$ cat src/rtl/sirq_pkg.sv
package sirq_pkg;

    typedef enum logic [3:0] {
        RG_TYPE,
        RG_SETEN,
        RG_CLREN,
        RG_SETPEND,
        RG_CLRPEND,
        RG_ACTIVE,
        RG_TARGET,
        RG_PRIO,
        RG_BAD
    } region_e;

    typedef struct packed {
        region_e    rg;
        logic [5:0] idx;
    } dec_t;

    // Bitmap groups occupy 128-byte windows selected by addr[11:7].
    localparam logic [4:0] GRP_SETEN   = 5'd2;
    localparam logic [4:0] GRP_CLREN   = 5'd3;
    localparam logic [4:0] GRP_SETPEND = 5'd4;
    localparam logic [4:0] GRP_CLRPEND = 5'd5;
    localparam logic [4:0] GRP_ACTIVE  = 5'd6;
    localparam logic [4:0] GRP_TARGET  = 5'd7;
    localparam logic [3:0] PRIO_PAGE   = 4'h4;

    function automatic dec_t decode_addr(input logic [11:0] a, input int n_bm,
                                         input int n_pr, input bit sec_ext);
        dec_t d;
        d.rg  = RG_BAD;
        d.idx = '0;
        if (a[11:2] == '0) begin
            d.rg = RG_TYPE;
        end else if (a[11:7] >= GRP_SETEN && a[11:7] <= GRP_TARGET) begin
            d.idx = {1'b0, a[6:2]};
            if (int'(a[6:2]) < n_bm) begin
                case (a[11:7])
                    GRP_SETEN:   d.rg = RG_SETEN;
                    GRP_CLREN:   d.rg = RG_CLREN;
                    GRP_SETPEND: d.rg = RG_SETPEND;
                    GRP_CLRPEND: d.rg = RG_CLRPEND;
                    GRP_ACTIVE:  d.rg = RG_ACTIVE;
                    default:     d.rg = sec_ext ? RG_TARGET : RG_BAD;
                endcase
            end
        end else if (a[11:8] == PRIO_PAGE) begin
            d.idx = a[7:2];
            if (int'(a[7:2]) < n_pr) d.rg = RG_PRIO;
        end
        return d;
    endfunction

endpackage

$ cat src/rtl/sirq_irq_cell.sv
module sirq_irq_cell
    import sirq_pkg::*;
#(
    parameter int IRQ_ID  = 0,
    parameter bit SEC_EXT = 1'b1
) (
    input  logic        clk,
    input  logic        rst,
    input  logic        wr_stb,
    input  dec_t        dec,
    input  logic [31:0] wdata,
    input  logic        secure,
    input  logic        act_set,
    input  logic        act_clr,
    output logic        en_o,
    output logic        pend_o,
    output logic        act_o,
    output logic        tgt_ns_o,
    output logic [7:0]  prio_o
);
    localparam logic [5:0] BM_WORD = 6'(IRQ_ID / 32);
    localparam int         BM_BIT  = IRQ_ID % 32;
    localparam logic [5:0] PR_WORD = 6'(IRQ_ID / 4);
    localparam int         PR_LANE = IRQ_ID % 4;

    logic allow;
    logic bm_hit;
    logic pr_hit;

    assign allow  = secure | tgt_ns_o;
    assign bm_hit = wr_stb && (dec.idx == BM_WORD) && wdata[BM_BIT] && allow;
    assign pr_hit = wr_stb && (dec.rg == RG_PRIO) && (dec.idx == PR_WORD) && allow;

    always_ff @(posedge clk) begin
        if (rst) begin
            en_o   <= 1'b0;
            pend_o <= 1'b0;
            act_o  <= 1'b0;
            prio_o <= '0;
        end else begin
            if (bm_hit) begin
                case (dec.rg)
                    RG_SETEN:   en_o   <= 1'b1;
                    RG_CLREN:   en_o   <= 1'b0;
                    RG_SETPEND: pend_o <= 1'b1;
                    RG_CLRPEND: pend_o <= 1'b0;
                    default: ;
                endcase
            end
            if (pr_hit) prio_o <= wdata[8*PR_LANE +: 8];
            if (act_set)      act_o <= 1'b1;
            else if (act_clr) act_o <= 1'b0;
        end
    end

    generate
        if (SEC_EXT) begin : g_tgt_reg
            logic tgt_q;
            always_ff @(posedge clk) begin
                if (rst) begin
                    tgt_q <= 1'b0;
                end else if (wr_stb && secure && dec.rg == RG_TARGET
                             && dec.idx == BM_WORD) begin
                    tgt_q <= wdata[BM_BIT];
                end
            end
            assign tgt_ns_o = tgt_q;
        end else begin : g_tgt_const
            assign tgt_ns_o = 1'b1;
        end
    endgenerate

endmodule

$ cat src/rtl/sirq_rd_mux.sv
module sirq_rd_mux
    import sirq_pkg::*;
#(
    parameter int NUM_IRQ = 64
) (
    input  dec_t                   dec,
    input  logic                   secure,
    input  logic [NUM_IRQ-1:0]     en,
    input  logic [NUM_IRQ-1:0]     pend,
    input  logic [NUM_IRQ-1:0]     act,
    input  logic [NUM_IRQ-1:0]     tgt_ns,
    input  logic [NUM_IRQ*8-1:0]   prio,
    output logic [31:0]            rdata,
    output logic                   err
);
    localparam logic [31:0] TYPE_VAL = 32'(NUM_IRQ / 32 - 1);

    logic [31:0] en_w, pend_w, act_w, tgt_w, prio_w;

    always_comb begin
        en_w   = '0;
        pend_w = '0;
        act_w  = '0;
        tgt_w  = '0;
        prio_w = '0;
        for (int i = 0; i < NUM_IRQ; i++) begin
            if (6'(i / 32) == dec.idx) begin
                en_w[i % 32]   = en[i]   & (secure | tgt_ns[i]);
                pend_w[i % 32] = pend[i] & (secure | tgt_ns[i]);
                act_w[i % 32]  = act[i]  & (secure | tgt_ns[i]);
                tgt_w[i % 32]  = tgt_ns[i];
            end
            if (6'(i / 4) == dec.idx && (secure || tgt_ns[i]))
                prio_w[8*(i % 4) +: 8] = prio[8*i +: 8];
        end
    end

    always_comb begin
        err = 1'b0;
        case (dec.rg)
            RG_TYPE:                rdata = TYPE_VAL;
            RG_SETEN, RG_CLREN:     rdata = en_w;
            RG_SETPEND, RG_CLRPEND: rdata = pend_w;
            RG_ACTIVE:              rdata = act_w;
            RG_TARGET:              rdata = secure ? tgt_w : '0;
            RG_PRIO:                rdata = prio_w;
            default: begin
                rdata = '0;
                err   = 1'b1;
            end
        endcase
    end

endmodule

$ cat src/rtl/sirq_bank.sv
module sirq_bank
    import sirq_pkg::*;
#(
    parameter int NUM_IRQ = 64,
    parameter bit SEC_EXT = 1'b1
) (
    input  logic                 clk,
    input  logic                 rst,
    input  logic                 acc_valid,
    input  logic                 acc_write,
    input  logic                 acc_secure,
    input  logic [11:0]          acc_addr,
    input  logic [31:0]          acc_wdata,
    output logic                 rsp_valid,
    output logic [31:0]          rsp_rdata,
    output logic                 rsp_err,
    input  logic [NUM_IRQ-1:0]   act_set,
    input  logic [NUM_IRQ-1:0]   act_clr,
    output logic [NUM_IRQ-1:0]   irq_enabled,
    output logic [NUM_IRQ-1:0]   irq_pending,
    output logic [NUM_IRQ-1:0]   irq_active,
    output logic [NUM_IRQ-1:0]   irq_target_ns,
    output logic [NUM_IRQ*8-1:0] irq_prio
);
    localparam int N_BM = NUM_IRQ / 32;
    localparam int N_PR = NUM_IRQ / 4;

    dec_t        dec;
    logic        wr_stb;
    logic [31:0] rd_data;
    logic        rd_err;

    assign dec    = decode_addr(acc_addr, N_BM, N_PR, SEC_EXT);
    assign wr_stb = acc_valid && acc_write;

    generate
        for (genvar g = 0; g < NUM_IRQ; g++) begin : g_cell
            sirq_irq_cell #(
                .IRQ_ID  (g),
                .SEC_EXT (SEC_EXT)
            ) u_cell (
                .clk      (clk),
                .rst      (rst),
                .wr_stb   (wr_stb),
                .dec      (dec),
                .wdata    (acc_wdata),
                .secure   (acc_secure),
                .act_set  (act_set[g]),
                .act_clr  (act_clr[g]),
                .en_o     (irq_enabled[g]),
                .pend_o   (irq_pending[g]),
                .act_o    (irq_active[g]),
                .tgt_ns_o (irq_target_ns[g]),
                .prio_o   (irq_prio[8*g +: 8])
            );
        end
    endgenerate

    sirq_rd_mux #(.NUM_IRQ(NUM_IRQ)) u_rd_mux (
        .dec    (dec),
        .secure (acc_secure),
        .en     (irq_enabled),
        .pend   (irq_pending),
        .act    (irq_active),
        .tgt_ns (irq_target_ns),
        .prio   (irq_prio),
        .rdata  (rd_data),
        .err    (rd_err)
    );

    always_ff @(posedge clk) begin
        if (rst) begin
            rsp_valid <= 1'b0;
            rsp_rdata <= '0;
            rsp_err   <= 1'b0;
        end else begin
            rsp_valid <= acc_valid;
            rsp_rdata <= (acc_valid && !acc_write) ? rd_data : '0;
            rsp_err   <= acc_valid && rd_err;
        end
    end

endmodule

$ cat config.mk
export PLATFORM = sky130hd
export DESIGN_NAME = sirq_bank
export DESIGN_NICKNAME = d
export VERILOG_FILES = /design/src/rtl/sirq_pkg.sv /design/src/rtl/sirq_irq_cell.sv /design/src/rtl/sirq_rd_mux.sv /design/src/rtl/sirq_bank.sv
export SDC_FILE = /design/constraint.sdc
export NUM_CORES = 2
export LEC_CHECK = 0
export CELL_PAD_IN_SITES_DETAIL_PLACEMENT = 1
export CELL_PAD_IN_SITES_GLOBAL_PLACEMENT = 2
export CORE_MARGIN = 8
export CORE_UTILIZATION = 28
export CTS_BUF_LIST = sky130_fd_sc_hd__clkbuf_8
export DETAILED_ROUTE_END_ITERATION = 7
export PLACE_DENSITY = 0.87
export RECOVER_POWER = 100
export SYNTH_ARGS = -nofsm -noshare
export SYNTH_HDL_FRONTEND = slang
export SYNTH_SLANG_ARGS = --single-unit
$ cat constraint.sdc
create_clock -name clk -period 4.1 [get_ports clk]
set_clock_uncertainty 0.05 [all_clocks]
set_input_delay 0.615 -clock clk [delete_from_list [all_inputs] [get_ports clk]]
set_output_delay 0.615 -clock clk [all_outputs]
set_load 0.1 [all_outputs]
== After elaboration in Yosys (flattened, before gate mapping) ==
Index checks and enable logic that the tools add are counted.

* Equal/unequal tests: 43
* Reductions and logical operators: 549
* Div/mod/pow operators: 0
* Mux-type cells: 460
* Shift operators: 0
* Magnitude comparators: 4
* Multipliers: 0
* Bitwise operators: 257
* $add $sub $neg: 0

{| class="wikitable"
|+ Operator list
! operator !! count
|-
| 2-to-1 mux 8 bit || 64
|-
| 2-to-1 mux 1 bit || 385
|-
| logical AND 1 bit || 283
|-
| AND reduction 2 bit || 128
|-
| bitwise AND 1 bit || 192
|-
| case mux 32 bit (6 select lines) || 1
|-
| nonzero test 2 bit || 66
|-
| logical OR 1 bit || 64
|-
| bitwise OR 1 bit || 64
|-
| == test 4 x 6 -> 1 bit, first input constant || 8
|-
| == test 6 x 4 -> 1 bit, second input constant || 8
|-
| 2-to-1 mux 32 bit || 1
|-
| == test 3 x 6 -> 1 bit, first input constant || 4
|-
| == test 6 x 3 -> 1 bit, second input constant || 4
|-
| == test 4 x 3 -> 1 bit, second input constant || 5
|-
| 2-to-1 mux 10 bit || 2
|-
| == test 5 x 3 -> 1 bit, second input constant || 3
|-
| case mux 3 bit (5 select lines) || 1
|-
| == test 2 x 6 -> 1 bit, first input constant || 2
|-
| == test 6 x 2 -> 1 bit, second input constant || 2
|-
| 2-to-1 mux 4 bit || 3
|-
| == test 5 x 2 -> 1 bit, second input constant || 2
|-
| logical NOT 10 bit || 1
|-
| == test 4 x 2 -> 1 bit, second input constant || 2
|-
| 15 further kinds || 18
|}

* Input port bits: 177
* Output and inout port bits: 802
* Memories: 0
* Bits in writable memories: 0
* Logic and storage cells: 1636
* Register bits: 802
* Bits in latches: 0
* Memory bits (read-only): 0

== Depth between registers and ports, before layout ==
* Depth after elaboration: 24
* Gate-level depth with buffers: 12
* Depth with buffers taken out: 8

== Modules after synthesis ==
From an unflattened synthesis, not the netlist that was laid out.

* Cells, all modules: 4823
* Area total of the unflattened synthesis: 42834.8 µm²

{| class="wikitable"
|+ By module, submodules not included
! module !! instances !! seq. area each (µm²) !! area an instance (µm²) !! cells each
|-
| sirq_rd_mux || 1 || 0.0 || 6567.5 || 1034
|-
| sirq_irq_cell (g_cell[12].u_cell ...) || 12 || 240.2 || 534.3 || 54
|-
| sirq_irq_cell (g_cell[10].u_cell ...) || 12 || 240.2 || 531.8 || 57
|-
| sirq_irq_cell (g_cell[44].u_cell ...) || 8 || 240.2 || 553.0 || 52
|-
| sirq_irq_cell (g_cell[40].u_cell ...) || 4 || 240.2 || 573.0 || 67
|-
| sirq_irq_cell (g_cell[48].u_cell ...) || 4 || 240.2 || 570.5 || 68
|-
| sirq_irq_cell (g_cell[32].u_cell ...) || 4 || 240.2 || 529.3 || 54
|-
| sirq_irq_cell (g_cell[56].u_cell ...) || 4 || 240.2 || 514.2 || 54
|-
| sirq_irq_cell (g_cell[28].u_cell ...) || 3 || 240.2 || 614.3 || 65
|-
| sirq_irq_cell (g_cell[60].u_cell ...) || 3 || 240.2 || 586.8 || 68
|-
| sirq_irq_cell (g_cell[37].u_cell ...) || 3 || 240.2 || 551.8 || 53
|-
| sirq_irq_cell (g_cell[1].u_cell ...) || 3 || 240.2 || 536.8 || 56
|-
| sirq_bank || 1 || 680.7 || 1114.8 || 100
|-
| sirq_irq_cell (g_cell[31].u_cell) || 1 || 240.2 || 613.1 || 65
|-
| +3 rows || - || - || - || -
|}

== Least setup slack after synthesis ==
No wires, ideal clock.

* Path kind: input to register
* Start point: input acc_addr[8]
* End point: register rsp_rdata[12]
* Path buffers: 3
* Library setup time: 0.134 ns
* Stages: 9
* Required time: 3.916 ns
* Arrival: 2.871 ns
* Setup slack: 1.045 ns
* Path through: or4b_4 buf_6 a21o_1 buf_6 or3_1 buf_2 o221ai_2 a211oi_1 or4_1

* Cells in the longest elaborated chain, start to end: 23
* Elaborated cells between the ends (all ways): 84
* Those cells by class: order compare (2); eq/ne (28); mux (32); reduce/logical (22)

{| class="wikitable"
|+ Ends and longest elaborated chain
! element !! RTL line !! text
|-
| from (decl) || sirq_bank.sv:12 || <nowiki>input logic [11:0] acc_addr,</nowiki>
|-
| >= comparator 5 x 2 -> 1 bit (tied with other cells) || sirq_pkg.sv:36 || <nowiki>end else if (a[11:7] >= GRP_SETEN && a[11:7] <= GRP_TARGET) begin</nowiki>
|-
| logical AND 1 bit / 2-to-1 mux 10 bit (equally long branches) || sirq_pkg.sv:36, sirq_pkg.sv:48 ||
|-
| 2-to-1 mux 10 bit || sirq_pkg.sv:36 ||
|-
| 2-to-1 mux 6 bit || sirq_pkg.sv:34 || <nowiki>if (a[11:2] == '0) begin</nowiki>
|-
| logical NOT 6 bit || sirq_rd_mux.sv:27, sirq_rd_mux.sv:33 ||
|-
| logical AND 1 bit || sirq_rd_mux.sv:33 || <nowiki>if (6'(i / 4) == dec.idx && (secure || tgt_ns[i]))</nowiki>
|-
| 2-to-1 mux 8 bit (16 in a row) || sirq_rd_mux.sv:33 ||
|-
| case mux 32 bit (6 select lines) (*) || sirq_rd_mux.sv:40 || <nowiki>case (dec.rg)</nowiki>
|-
| to (signal assigned) || sirq_bank.sv:78 || <nowiki>rsp_rdata <= (acc_valid && !acc_write) ? rd_data : '0;</nowiki>
|-
| to (decl) || sirq_bank.sv:15 || <nowiki>output logic [31:0] rsp_rdata,</nowiki>
|}

Every way passes the cells marked *; elsewhere a longest branch is shown, timed or not.
A chain may end at the register's enable or synchronous reset.

== Final worst setup path ==
* Start point: input acc_addr[6]
* End point: register g_cell[58].u_cell.g_tgt_reg.tgt_q

* Cells in the longest elaborated chain, start to end: 8
* Elaborated cells between the ends (all ways): 13
* Those cells by class: order compare (2); eq/ne (2); mux (6); reduce/logical (3)

{| class="wikitable"
|+ Ends and longest elaborated chain
! element !! RTL line !! text
|-
| less-than comparator 6 x 5 -> 1 bit || sirq_pkg.sv:50 || <nowiki>if (int'(a[7:2]) < n_pr) d.rg = RG_PRIO;</nowiki>
|-
| 2-to-1 mux 4 bit || sirq_pkg.sv:50 ||
|-
| 2-to-1 mux 10 bit || sirq_pkg.sv:48 || <nowiki>end else if (a[11:8] == PRIO_PAGE) begin</nowiki>
|-
| 2-to-1 mux 10 bit || sirq_pkg.sv:36 ||
|-
| 2-to-1 mux 4 bit || sirq_pkg.sv:34 ||
|-
| == test 4 x 3 -> 1 bit || sirq_irq_cell.sv:62 || <nowiki>end else if (wr_stb && secure && dec.rg == RG_TARGET</nowiki>
|-
| logical AND 1 bit || sirq_irq_cell.sv:62 ||
|-
| logical AND 1 bit (*) || sirq_irq_cell.sv:63 || <nowiki>&& dec.idx == BM_WORD) begin</nowiki>
|-
| to (signal assigned) || sirq_irq_cell.sv:64 || <nowiki>tgt_q <= wdata[BM_BIT];</nowiki>
|-
| to (decl) || sirq_irq_cell.sv:58 || <nowiki>logic tgt_q;</nowiki>
|}

Marks and branches as above.

==> results.cfg <==
[synth]
synth-simple-area-share = 0.2257
synthArstFlopShare = 0
synth_mux_area_frac = 0.01231
synth_top_area_cell = dfxtp_1
synth_top_family_by_area = compound AO/OA/AOI/OAI gates
synth_edf_count = 0
synth_top_area_frac = 0.4270
synthTopCellsByArea = dfxtp_1 (43%), a21oi_1 (10%), nand2_1 (9.7%)
synth-xor-area-share = 0
synthAdderAreaFrac = 0
synth_ff_type = dfxtp_1
ys_ff_latch = 802
syn_area_um2 = 37600
syn_nets = 5084
synthCells = 4907
yosysWarningCount = 0
yosys.cell_types.count = 84
synth_compound_area_frac = 0.2345
seq_area_frac_synth = 0.4270
avgSynthCellArea_um2 = 7.662

[route]
drt.antenna.violating_nets = 0
vias = 44119
wl_per_cell_um = 31.94
viasPerCell = 5.632
drt_wl_total_um = 250200
drc = 0
dr.pass1.iters = 6
drtIter0Drc = 4249

[status]
violations = capacitance limit, slew limit
status = finished with violations

[place]
numPortBuffers = 976
place.gp.congestion = 0.9648
dp_slack_ns = -0.2581
hpwl_um = 196400
place_inst = 7559

[critical_path]
crit_chain = dlygate4sd3_1 -> or4b_1 -> buf_4 -> buf_4 -> nor3_1 -> buf_4 -> nand2_1 -> clkbuf_1 -> nor2_1 -> clkbuf_1 -> nand2_1 -> a21oi_1
cp_num_buf_inv = 6
required_ns = 4.85
worst-endpoint-arrival_ns = 4.60
slowest_stage = dlygate4sd3_1
critPathMaxStageDelay_ns = 0.69
critical_path_class = in2reg
cp.depth = 12
crit_path_frequent_cell = buf_4
cp_top_family = buffers and inverters
start_kind = input pin
cp-end-kind = register
crit_fanout = 15
r2r_cells = 11

[floorplanning]
core.rowCount = 134
die_w_um = 382.4
die_area_um2 = 146300
fp.dieH_um = 382.4
ios = 979
core_um2 = 133500
initial_core_util = 0.2817

[timing]
max_slew_margin = -0.2917
layout_setup_ws_ns = 0.2484
drv_slew = 381
finalHoldViolCount = 0
whs_ns = 0.2645
worst_pin_slew_ns = 1.937
rsz0062_at_grt = no
setup_viol = 0
clock.fmax_mhz = 259.6
period_needed_ns = 3.852
period_share = 0.9394

[clocking]
cts.path.max_buffers = 3
cts_buffers = 152
cts_setup_buffers = 0
cts.clk_slew.worst_paths_ns = 0.07
ctsHoldBuffers = 1
htree_levels = 4
cts-root-buf = clkbuf_8
clock-sinks = 802
cts_tree = built
clock_latency_ns = 0.91
ctsResizeCount = 0

[cells_and_area]
num-fill-cells = 15931
instances_no_fill = 7834
area_growth_pct = 43.10
drive_gt1_frac = 0.1307
fin_nets = 6123

[grt]
grt_use_total = 0.3231
grt_pass1_wl_um = 344900
busiest_layer = met2
grt_antenna_before_repair = 22
grt_overflow = 0
grt_max_degree = 192
grt_pass1_vias = 44369
met1_usage = 0.4017
grt_util_met3 = 0.09842
grtUsageMet2 = 0.5013

[power]
ir_worst_vdd_mv = 0.2428
total_power_mw = 17.71
leakage_nw = 20.86
p_per_area_nw_per_um2 = 329.1

[run]
maxCapViolCount = 17

[hold_path]
whs_path_depth = 3
min_path_type = in2reg
synthesized netlist by cell type, drive strengths merged (4+ instances only):
library cell,count
a211o,6
a222oi,20
or2,23
nor3,72
a221o,17
or4b,4
or4,11
o211ai,10
or3,14
inv,76
nand2,970
mux2i,44
nor2,394
a31oi,12
and3,29
a311oi,66
nand3b,25
a211oi,90
nand3,289
nand2b,14
o22ai,47
a221oi,52
nor4,21
o2111ai,5
nor2b,7
o21ai,105
o221ai,17
clkbuf,318
a32oi,9
a2111oi,12
a21oi,749
a22o,40
o32ai,5
a22oi,98
buf,331
and2,16
nand4,12
nor3b,23
dfxtp,802
a21o,7
layout by cell type, fill, tap and decap left out, types with 52 or more instances in the layout:
master,n
a211oi_1,88
a21oi_1,748
a221oi_1,52
a22oi_1,98
a311oi_1,66
buf_12,60
buf_4,424
clkbuf_1,96
clkbuf_8,196
clkdlybuf4s50_1,168
dfxtp_1,802
dlygate4sd3_1,773
inv_1,119
nand2_1,970
nand3_1,289
nor2_1,391
nor3_1,54
o21ai_0,102
flip-flops by register name, summed over array words and instances, names as in the netlist:
| register | flops |
|---|---|
| g_cell.u_cell.act_o | 64 |
| g_cell.u_cell.en_o | 64 |
| g_cell.u_cell.pend_o | 64 |
| g_cell.u_cell.prio_o | 512 |
| g_cell.u_cell.tgt_ns_o | 64 |
| rsp_err | 1 |
| rsp_rdata | 32 |
| rsp_valid | 1 |
power by group:
group | internal, mW | switching [mW]
clock | 4.42 | 3.86
sequential | 7.84 | 0.0605
combinational | 0.418 | 1.10
total | 12.7 | 5.03
layout make-up:
class | count | area [um2] | share of cell area
Antenna cell | 6 | 15.01 | 0.0002791
Clock buffer | 196 | 2698 | 0.05014
Clock inverter | 72 | 411.6 | 0.007651
Inverter | 76 | 285.3 | 0.005302
Multi-Input combinational cell | 3380 | 17870 | 0.3321
Sequential cell | 802 | 16060 | 0.2984
Tap cell | 1768 | 2212 | 0.04112
Timing Repair Buffer | 1534 | 14260 | 0.2650
path summary, 6_finish.rpt:
kind	startpoint	endpoint	slack (ns)
hold / removal	act_set[9]	g_cell[9].u_cell.act_o$_SDFFE_PP0P_	0.26
setup reg to reg	g_cell[11].u_cell.tgt_ns_o$_SDFFE_PP0P_	rsp_rdata[27]$_SDFF_PP0_	0.95
hold reg to reg	g_cell[50].u_cell.prio_o[3]$_SDFFE_PP0P_	g_cell[50].u_cell.prio_o[3]$_SDFFE_PP0P_	0.42
setup / recovery	acc_addr[6]	g_cell[58].u_cell.tgt_ns_o$_SDFFE_PP0P_	0.25
tightest hold or removal path: cells and delay by family:
kind	cells	cell delay (ns)
buffers and inverters	1	0.45
and+or+nand+nor	1	0.06
AOI/OAI and AO/OA	1	0.04
metal layers:
metal,vias up,share of wire,wire length (um)
met1,21936,0.41,101600
met3,578,0.096,24090
met5,-,0.000052,13
li1,19170,-,-
met4,2,0.064,16020
met2,2433,0.43,108500
cells by family (layout without fill, tap and decap cells):
kind of cell / Yosys count / in the layout
multiplexers: 46 / 46
buffers and inverters: 725 / 1878
flip-flops: 802 / 802
AO/OA/AOI/OAI: 1399 / 1399
other: 0 / 6
AND/OR/NAND/NOR: 1935 / 1935
stage by stage:
stage / util / TNS (ns) / instance area, um2
detailed placement: 0.3837 / -0.6432 / 51210
floorplan: - / 0 / 37600
CTS: 0.4071 / 0 / 54330
finish: 0.4031 / 0 / 53800
global placement: 0.3837 / -0.5091 / 51210
global route: 0.4031 / 0 / 53790
Power figures use the tool's default switching activity.
